**config.mk**
```make
export PLATFORM = sky130hd
export DESIGN_NAME = xlate_cache
export DESIGN_NICKNAME = d
export VERILOG_FILES = /design/src/rtl/xlt_pkg.sv /design/src/rtl/xlt_entry_match.sv /design/src/rtl/xlt_perm_check.sv /design/src/rtl/xlt_victim.sv /design/src/rtl/xlate_cache.sv
export SDC_FILE = /design/constraint.sdc
export NUM_CORES = 2
export LEC_CHECK = 0
export BUFFER_PORTS_ARGS = -buffer_cell sky130_fd_sc_hd__buf_4
export CAP_MARGIN = 25
export CORE_MARGIN = 2
export CORE_UTILIZATION = 28
export CTS_BUF_LIST = sky130_fd_sc_hd__clkbuf_2 sky130_fd_sc_hd__clkbuf_4 sky130_fd_sc_hd__clkbuf_8
export CTS_CLUSTER_DIAMETER = 60
export DETAILED_ROUTE_END_ITERATION = 8
export MAX_ROUTING_LAYER = met4
export PLACE_DENSITY = 0.47
export SKIP_LAST_GASP = 1
export SYNTH_ARGS = -nofsm -noshare
export SYNTH_HDL_FRONTEND = slang
export SYNTH_SLANG_ARGS = --single-unit
```
**constraint.sdc**
```tcl
create_clock -name clk -period 4.95 [get_ports clk]
set_input_delay 0.2475 -clock clk [delete_from_list [all_inputs] [get_ports clk]]
set_output_delay 0.2475 -clock clk [all_outputs]
set_load 0.02 [all_outputs]
```
**src/rtl/xlt_pkg.sv**
```systemverilog
package xlt_pkg;
  localparam int VA_W     = 32;
  localparam int OFF_W    = 10;            // smallest page offset
  localparam int TAG_W    = VA_W - OFF_W;
  localparam int SECT_SH  = 20;
  localparam int LARGE_SH = 16;
  localparam int SMALL_SH = 12;
  localparam int DOM_W    = 4;
  localparam int DCTL_W   = 2 << DOM_W;
  localparam int AP_W     = 8;

  typedef enum logic [1:0] {
    PG_SECT  = 2'd0,
    PG_LARGE = 2'd1,
    PG_SMALL = 2'd2,
    PG_TINY  = 2'd3
  } pg_size_e;

  typedef struct packed {
    logic             valid;
    logic [TAG_W-1:0] vtag;
    logic [TAG_W-1:0] pbase;
    pg_size_e         size;
    logic [AP_W-1:0]  ap;
    logic [DOM_W-1:0] dom;
    logic             cach;
    logic             bufa;
  } tlb_ent_t;

  // Tag bits that take part in the compare for a given page size.
  function automatic logic [TAG_W-1:0] cmp_mask(pg_size_e s);
    logic [TAG_W-1:0] m;
    m = '1;
    case (s)
      PG_SECT:  m = m << (SECT_SH - OFF_W);
      PG_LARGE: m = m << (LARGE_SH - OFF_W);
      PG_SMALL: m = m << (SMALL_SH - OFF_W);
      default:  m = '1;
    endcase
    return m;
  endfunction

  // Quarter-page index: the two address bits just under the page boundary.
  function automatic logic [1:0] quarter_sel(pg_size_e s, logic [TAG_W-1:0] t);
    logic [1:0] q;
    case (s)
      PG_LARGE: q = t[LARGE_SH-OFF_W-2 +: 2];
      PG_SMALL: q = t[SMALL_SH-OFF_W-2 +: 2];
      default:  q = 2'd0;
    endcase
    return q;
  endfunction
endpackage

```
**src/rtl/xlt_entry_match.sv**
```systemverilog
module xlt_entry_match
  import xlt_pkg::*;
(
  input  logic             valid,
  input  logic [TAG_W-1:0] vtag,
  input  pg_size_e         size,
  input  logic [TAG_W-1:0] lk_tag,
  input  logic [TAG_W-1:0] inv_tag,
  output logic             lk_match,
  output logic             inv_match
);
  logic [TAG_W-1:0] mask;

  always_comb begin
    mask      = cmp_mask(size);
    lk_match  = valid && (((vtag ^ lk_tag) & mask) == '0);
    inv_match = valid && (((vtag ^ inv_tag) & mask) == '0);
  end
endmodule

```
**src/rtl/xlt_perm_check.sv**
```systemverilog
module xlt_perm_check
  import xlt_pkg::*;
(
  input  logic [1:0]        ap_fld,
  input  logic [DOM_W-1:0]  dom,
  input  logic [DCTL_W-1:0] dom_ctl,
  input  logic              priv,
  input  logic              wr,
  output logic              fault
);
  logic [1:0] dcode;

  always_comb begin
    dcode = dom_ctl[{dom, 1'b0} +: 2];
    case (dcode)
      2'b11: fault = 1'b0;                 // manager: no permission check
      2'b01: begin                         // client: apply the permission field
        case (ap_fld)
          2'b00:   fault = 1'b1;
          2'b01:   fault = !priv;
          2'b10:   fault = !priv && wr;
          default: fault = 1'b0;
        endcase
      end
      default: fault = 1'b1;               // no access / reserved
    endcase
  end
endmodule

```
**src/rtl/xlt_victim.sv**
```systemverilog
module xlt_victim #(
  parameter int N_ENT = 16,
  localparam int IDX_W = $clog2(N_ENT)
) (
  input  logic             clk,
  input  logic             rst_n,
  input  logic             fill_en,
  input  logic [IDX_W-1:0] lock_base,
  output logic [IDX_W-1:0] victim
);
  logic [IDX_W-1:0] ptr_q, ptr_d;

  always_comb begin
    victim = (ptr_q < lock_base) ? lock_base : ptr_q;
    ptr_d  = ptr_q;
    if (fill_en) ptr_d = victim + 1'b1;
  end

  always_ff @(posedge clk or negedge rst_n) begin
    if (!rst_n)       ptr_q <= '0;
    else if (fill_en) ptr_q <= ptr_d;
  end
endmodule

```
**src/rtl/xlate_cache.sv**
```systemverilog
module xlate_cache
  import xlt_pkg::*;
#(
  parameter int N_ENT = 16,
  localparam int IDX_W = $clog2(N_ENT)
) (
  input  logic              clk,
  input  logic              rst_n,
  input  logic              lk_valid,
  input  logic [VA_W-1:0]   lk_va,
  input  logic              lk_priv,
  input  logic              lk_write,
  output logic              lk_hit,
  output logic              lk_fault,
  output logic              lk_stall,
  output logic [VA_W-1:0]   lk_pa,
  output logic              lk_cach,
  output logic              lk_bufa,
  output logic              walk_req,
  output logic [VA_W-1:0]   walk_va,
  input  logic              fill_valid,
  input  logic [TAG_W-1:0]  fill_vtag,
  input  logic [TAG_W-1:0]  fill_pbase,
  input  logic [1:0]        fill_size,
  input  logic [AP_W-1:0]   fill_ap,
  input  logic [DOM_W-1:0]  fill_dom,
  input  logic              fill_cach,
  input  logic              fill_bufa,
  input  logic [DCTL_W-1:0] dom_ctl,
  input  logic              inv_all,
  input  logic              inv_va_en,
  input  logic [TAG_W-1:0]  inv_vtag,
  input  logic [IDX_W-1:0]  lock_base
);
  tlb_ent_t         ent_q [N_ENT];
  tlb_ent_t         ent_d [N_ENT];
  tlb_ent_t         new_ent;
  logic [N_ENT-1:0] hits, inv_hits;
  logic [IDX_W-1:0] victim;
  logic [TAG_W-1:0] lk_tag;

  // selected-entry fields
  logic [TAG_W-1:0] s_pbase;
  pg_size_e         s_size;
  logic [AP_W-1:0]  s_ap;
  logic [DOM_W-1:0] s_dom;
  logic             s_cach, s_bufa;
  logic             any_hit, multi_hit, perm_fault;
  logic [1:0]       s_quarter, s_apfld;
  logic [TAG_W-1:0] s_mask;

  logic             wait_q, wait_d;
  logic [VA_W-1:0]  wva_q, wva_d;

  assign lk_tag = lk_va[VA_W-1:OFF_W];

  always_comb begin
    new_ent       = '0;
    new_ent.valid = 1'b1;
    new_ent.vtag  = fill_vtag;
    new_ent.pbase = fill_pbase;
    new_ent.size  = pg_size_e'(fill_size);
    new_ent.ap    = fill_ap;
    new_ent.dom   = fill_dom;
    new_ent.cach  = fill_cach;
    new_ent.bufa  = fill_bufa;
  end

  xlt_victim #(.N_ENT(N_ENT)) u_victim (
    .clk       (clk),
    .rst_n     (rst_n),
    .fill_en   (fill_valid),
    .lock_base (lock_base),
    .victim    (victim)
  );

  for (genvar i = 0; i < N_ENT; i++) begin : g_ent
    localparam logic [IDX_W-1:0] IDX = IDX_W'(i);

    xlt_entry_match u_match (
      .valid     (ent_q[i].valid),
      .vtag      (ent_q[i].vtag),
      .size      (ent_q[i].size),
      .lk_tag    (lk_tag),
      .inv_tag   (inv_vtag),
      .lk_match  (hits[i]),
      .inv_match (inv_hits[i])
    );

    always_comb begin
      ent_d[i] = ent_q[i];
      if ((inv_all && (IDX >= lock_base)) || (inv_va_en && inv_hits[i]))
        ent_d[i].valid = 1'b0;
      if (fill_valid && (victim == IDX))
        ent_d[i] = new_ent;
    end

    always_ff @(posedge clk or negedge rst_n) begin
      if (!rst_n)
        ent_q[i] <= '0;
      else if (fill_valid || inv_all || inv_va_en)
        ent_q[i] <= ent_d[i];
    end

    // Locked slots are untouched by fills and by invalidate-all.
    p_lock_keep_r9: assert property (@(posedge clk) disable iff (!rst_n)
      (!inv_va_en && (IDX < lock_base)) |=> $stable(ent_q[i]));
    // Unlocked slots are empty after invalidate-all.
    p_inv_all_r10: assert property (@(posedge clk) disable iff (!rst_n)
      (inv_all && !fill_valid && (IDX >= lock_base)) |=> !ent_q[i].valid);
  end

  // one-hot OR mux of the matching entry's payload
  always_comb begin
    s_pbase = '0;
    s_ap    = '0;
    s_dom   = '0;
    s_cach  = 1'b0;
    s_bufa  = 1'b0;
    s_size  = PG_SECT;
    for (int i = 0; i < N_ENT; i++) begin
      if (hits[i]) begin
        s_pbase = s_pbase | ent_q[i].pbase;
        s_ap    = s_ap    | ent_q[i].ap;
        s_dom   = s_dom   | ent_q[i].dom;
        s_cach  = s_cach  | ent_q[i].cach;
        s_bufa  = s_bufa  | ent_q[i].bufa;
        s_size  = pg_size_e'(s_size | ent_q[i].size);
      end
    end
  end

  always_comb begin
    any_hit   = |hits;
    multi_hit = |(hits & (hits - 1'b1));
    s_quarter = quarter_sel(s_size, lk_tag);
    s_apfld   = s_ap[{s_quarter, 1'b0} +: 2];
    s_mask    = cmp_mask(s_size);
  end

  xlt_perm_check u_perm (
    .ap_fld  (s_apfld),
    .dom     (s_dom),
    .dom_ctl (dom_ctl),
    .priv    (lk_priv),
    .wr      (lk_write),
    .fault   (perm_fault)
  );

  always_comb begin
    lk_stall = lk_valid && !any_hit;
    lk_fault = lk_valid && any_hit && (multi_hit || perm_fault);
    lk_hit   = lk_valid && any_hit && !multi_hit && !perm_fault;
    lk_pa    = {(s_pbase & s_mask) | (lk_tag & ~s_mask), lk_va[OFF_W-1:0]};
    lk_cach  = lk_hit && s_cach;
    lk_bufa  = lk_hit && s_bufa;
  end

  // walk request: raised the cycle after a miss, held until a fill
  always_comb begin
    wait_d = wait_q;
    wva_d  = wva_q;
    if (wait_q) begin
      if (fill_valid) wait_d = 1'b0;
    end else if (lk_stall && !fill_valid) begin
      wait_d = 1'b1;
      wva_d  = lk_va;
    end
  end

  always_ff @(posedge clk or negedge rst_n) begin
    if (!rst_n)                  wait_q <= 1'b0;
    else if (wait_q != wait_d)   wait_q <= wait_d;
  end

  always_ff @(posedge clk or negedge rst_n) begin
    if (!rst_n)                  wva_q <= '0;
    else if (!wait_q && wait_d)  wva_q <= wva_d;
  end

  assign walk_req = wait_q;
  assign walk_va  = wva_q;

  p_miss_walk_r7: assert property (@(posedge clk) disable iff (!rst_n)
    (lk_stall && !walk_req && !fill_valid) |=> (walk_req && walk_va == $past(lk_va)));
  p_walk_hold_r7: assert property (@(posedge clk) disable iff (!rst_n)
    (walk_req && !fill_valid) |=> (walk_req && $stable(walk_va)));
  p_walk_drop_r7: assert property (@(posedge clk) disable iff (!rst_n)
    fill_valid |=> !walk_req);
  p_one_outcome_r12: assert property (@(posedge clk) disable iff (!rst_n)
    lk_valid |-> $onehot({lk_hit, lk_fault, lk_stall}));
  p_idle_quiet_r12: assert property (@(posedge clk) disable iff (!rst_n)
    !lk_valid |-> !(lk_hit || lk_fault || lk_stall || lk_cach || lk_bufa));
endmodule

```
==> qor.txt <==
H-tree levels - 4
Crit path cell chain - xor2_2 -> or4_4 -> nor4_4 -> buf_4 -> and2_4 -> a22o_1 -> a221oi_2 -> and3_1 -> and2_4 -> ha_4 -> a22o_1 -> and2_4 -> a21oi_2 -> nand3_1 -> o221a_4 -> a31oi_4 -> nand2_2 -> a211oi_2 -> buf_4 -> o32ai_1 -> a21boi_1 -> buf_4
Share of layout cells above drive strength 1 - 0.404
Initial antenna violation count - 13
Post-layout min period - 5.69 ns
P&R area growth vs syn - 21.4%
First-pass GRT wire length - 287,000 um
Via density - 5.12
Max_slew headroom - 0.312
Slew Limit Fails - 0
Site Rows - 157
Top cells by area, synth - dfrtp_1, mux2_2, xnor2_1
DR iter-0 viols - 2,875
RePlAce Congestion - 0.911
Slew @ Worst Pin - 1.03 ns
Worst hold path type - in -> reg
Via count - 36,704
DRT Pass-1 Iters - 5
Hold Fails Final Rpt - 0
Setup Skew - 0.0598 ns
Outcome - finished, violations left
Root buf cell - clkbuf_8
Clk slew on worst S/H paths - 0.05 ns
Vias in the first global route - 37,939
CP Class - reg -> out
Input/output buffers - 227
CORE AREA - 0.183 sq mm
Avg Synthesized Cell Area - 12.5 sq um
Crit-path max cell delay - 0.55 ns
Most common cell in the synthesized netlist - dfrtp_1
Async set-reset flop share out of synthesis - 1.00
Max Buffers Root-to-Sink - 3
Worst setup EP type - output port
Crit start category - flop
PD cells - 540 mW/mm^2
CP Max Fanout - 4
Flops & latches, synth - 1,013
Detailed Place HPWL - 128,000 um
Setup slack at placement - -0.500 ns
Leak - 0.0263 uW
Die height - 433 um
Worst skew pair latency - 0.95 ns
CP max-delay cell - or4_4
Mapped Nets - 4,289
CP required - 4.70 ns
Die area - 0.188 sq mm
Filler cells - 18,384
Top cells by count, synth - dfrtp_1, mux2_2, xnor2_1
Synth Cell Area - 0.0516 sq mm
Cells after Synth - 4,119
Violated checks - negative setup slack
Peak VDD IR - 0.282 mV
Clock sink total - 1,013
DRC viols - 0
TritonCTS clock tree - yes
Top FF cell, synth - dfrtp_1
Global Route Usage Sum - 0.218
Chip width - 433 um
Crit path DAT - 5.45 ns
Yosys top cell by area - dfrtp_1
Ys Warns - 0
Routed Antenna Nets - 0
Sequential element share of the synthesized area - 0.491
MaxCap Viol Count - 0
Share of the synthesized area in the top cell type - 0.491
Fmax - 0.176 GHz
NumNets Final - 4,738
Global route overflow - 0
Num ports - 228
Total Wirelength - 200,000 um
Netlist cell types - 84
RSZ-0062 raised after global routing - yes
Setup ws final - -0.743 ns
Setup Viol. Count Final - 4
Post-synth EDFFs - 0
Largest net degree at the start of global routing - 137
Worst hold slack - 0.0911 ns
Clock buffer count from CTS - 187
Routed len/inst - 28.0 um
Final worst path period share - 1.15
Initial Util - 0.282
==> cell families after synthesis <==
family | Yosys count | synth area share
compound gates | 473 | 0.0698
fa+ha+maj | 14 | 0.00330
buf+inv | 367 | 0.0343
xor+xnor | 707 | 0.120
simple gates | 542 | 0.0612
mux | 1003 | 0.220
flops | 1013 | 0.491
==> sequential cells by signal, indices dropped and copies added, names as in the netlist <==
name / flops
ent_q: 976
walk_va: 32
u_victim.ptr_q: 4
walk_req: 1
==> where the power goes <==
group / internal, uW / switching, uW
Combinational: 5730 / 4430
Clock: 4690 / 3790
Sequential: 12100 / 3080
==> metal layers <==
metal | part of all wire | GRT usage
met1 | 0.44 | 0.281
met2 | 0.48 | 0.355
met3 | 0.045 | 0.0328
met4 | 0.027 | 0.0608
met5 | 0 | -
==> placed cells by master, fill, tap and decap left out, types with 7 or more instances in the layout <==
cell,count
mux2_4,20
a221oi_1,67
nand3_1,60
and2_4,15
clkbuf_8,225
nand2_1,76
and3_1,20
nand4_1,152
nor3_1,16
and3_2,7
nor4_1,80
mux2i_1,20
a22oi_1,145
a21oi_1,15
o21ai_0,62
o21ai_1,10
nor2_4,8
nor2_1,30
a22o_1,69
buf_12,44
buf_4,434
nor4_2,15
a222oi_1,8
a21boi_0,8
mux2_2,963
clkinv_2,14
o22ai_1,7
xnor2_1,357
dfrtp_1,1013
inv_1,31
clkbuf_4,66
ha_1,8
xor2_1,348
dlygate4sd3_1,107
==> metrics by stage <==
| step | instance area (sq um) | std cells | util | power, uW | TNS, ns |
|---|---|---|---|---|---|
| floorplan | 51600 | 4119 | - | 21700 | 0 |
| global route | 62600 | 7167 | 0.342 | 35800 | -3.82 |
| finish | 62600 | 7167 | 0.342 | 33800 | -2.76 |
| global placement | 57300 | 6725 | 0.313 | 24900 | -2.00 |
| CTS | 62500 | 7159 | 0.341 | 34000 | -3.29 |
| detailed placement | 57300 | 6725 | 0.313 | 25200 | -1.80 |
==> layout make-up <==
cell class	instances	area (sq um)	area share
diodes	4	10.0	0.000160
clock buffers	290	3580	0.0571
clock inverters	30	284	0.00453
inverters	32	120	0.00192
multi-input cells	2739	24900	0.397
flip-flops and latches	1013	25300	0.405
well taps	2464	3080	0.0492
repair buffers	595	5350	0.0854
==> what timing repair did <==
action	4_1_cts	5_1_grt
endpoints found under the hold margin	1197	0
pin swaps	13	6
hold buffers	108	0
endpoints found under the setup margin	13	8
setup buffers	7	4
gates resized for setup	46	22
gates cloned	0	0
==> path summary, 6_finish.rpt <==
kind | from | depth (start not counted) | to | slack [ns]
worst min-delay path | lk_va[11] | 4 | walk_va[11] | 0.09
worst max-delay path | ent_q[791] | 22 | lk_fault | -0.74
min in group asynchronous | rst_n | 3 | ent_q[567] | 0.17
worst max register to register | u_victim.ptr_q[1] | 12 | ent_q[791] | 0.88
worst min register to register | walk_va[11] | 2 | walk_va[11] | 0.49
max in group asynchronous | rst_n | 3 | ent_q[65] | 4.01
==> critical path, delay by kind of cell, from the launching register on <==
kind	cells	cell delay (ns)
adders and majority gates	1	0.16
AOI/OAI and AO/OA	9	1.58
buffers and inverters	3	0.57
xor gates and xnor gates	1	0.16
and+or+nand+nor	8	1.64
DFF	1	0.40
(Power assumes the default switching activity.)
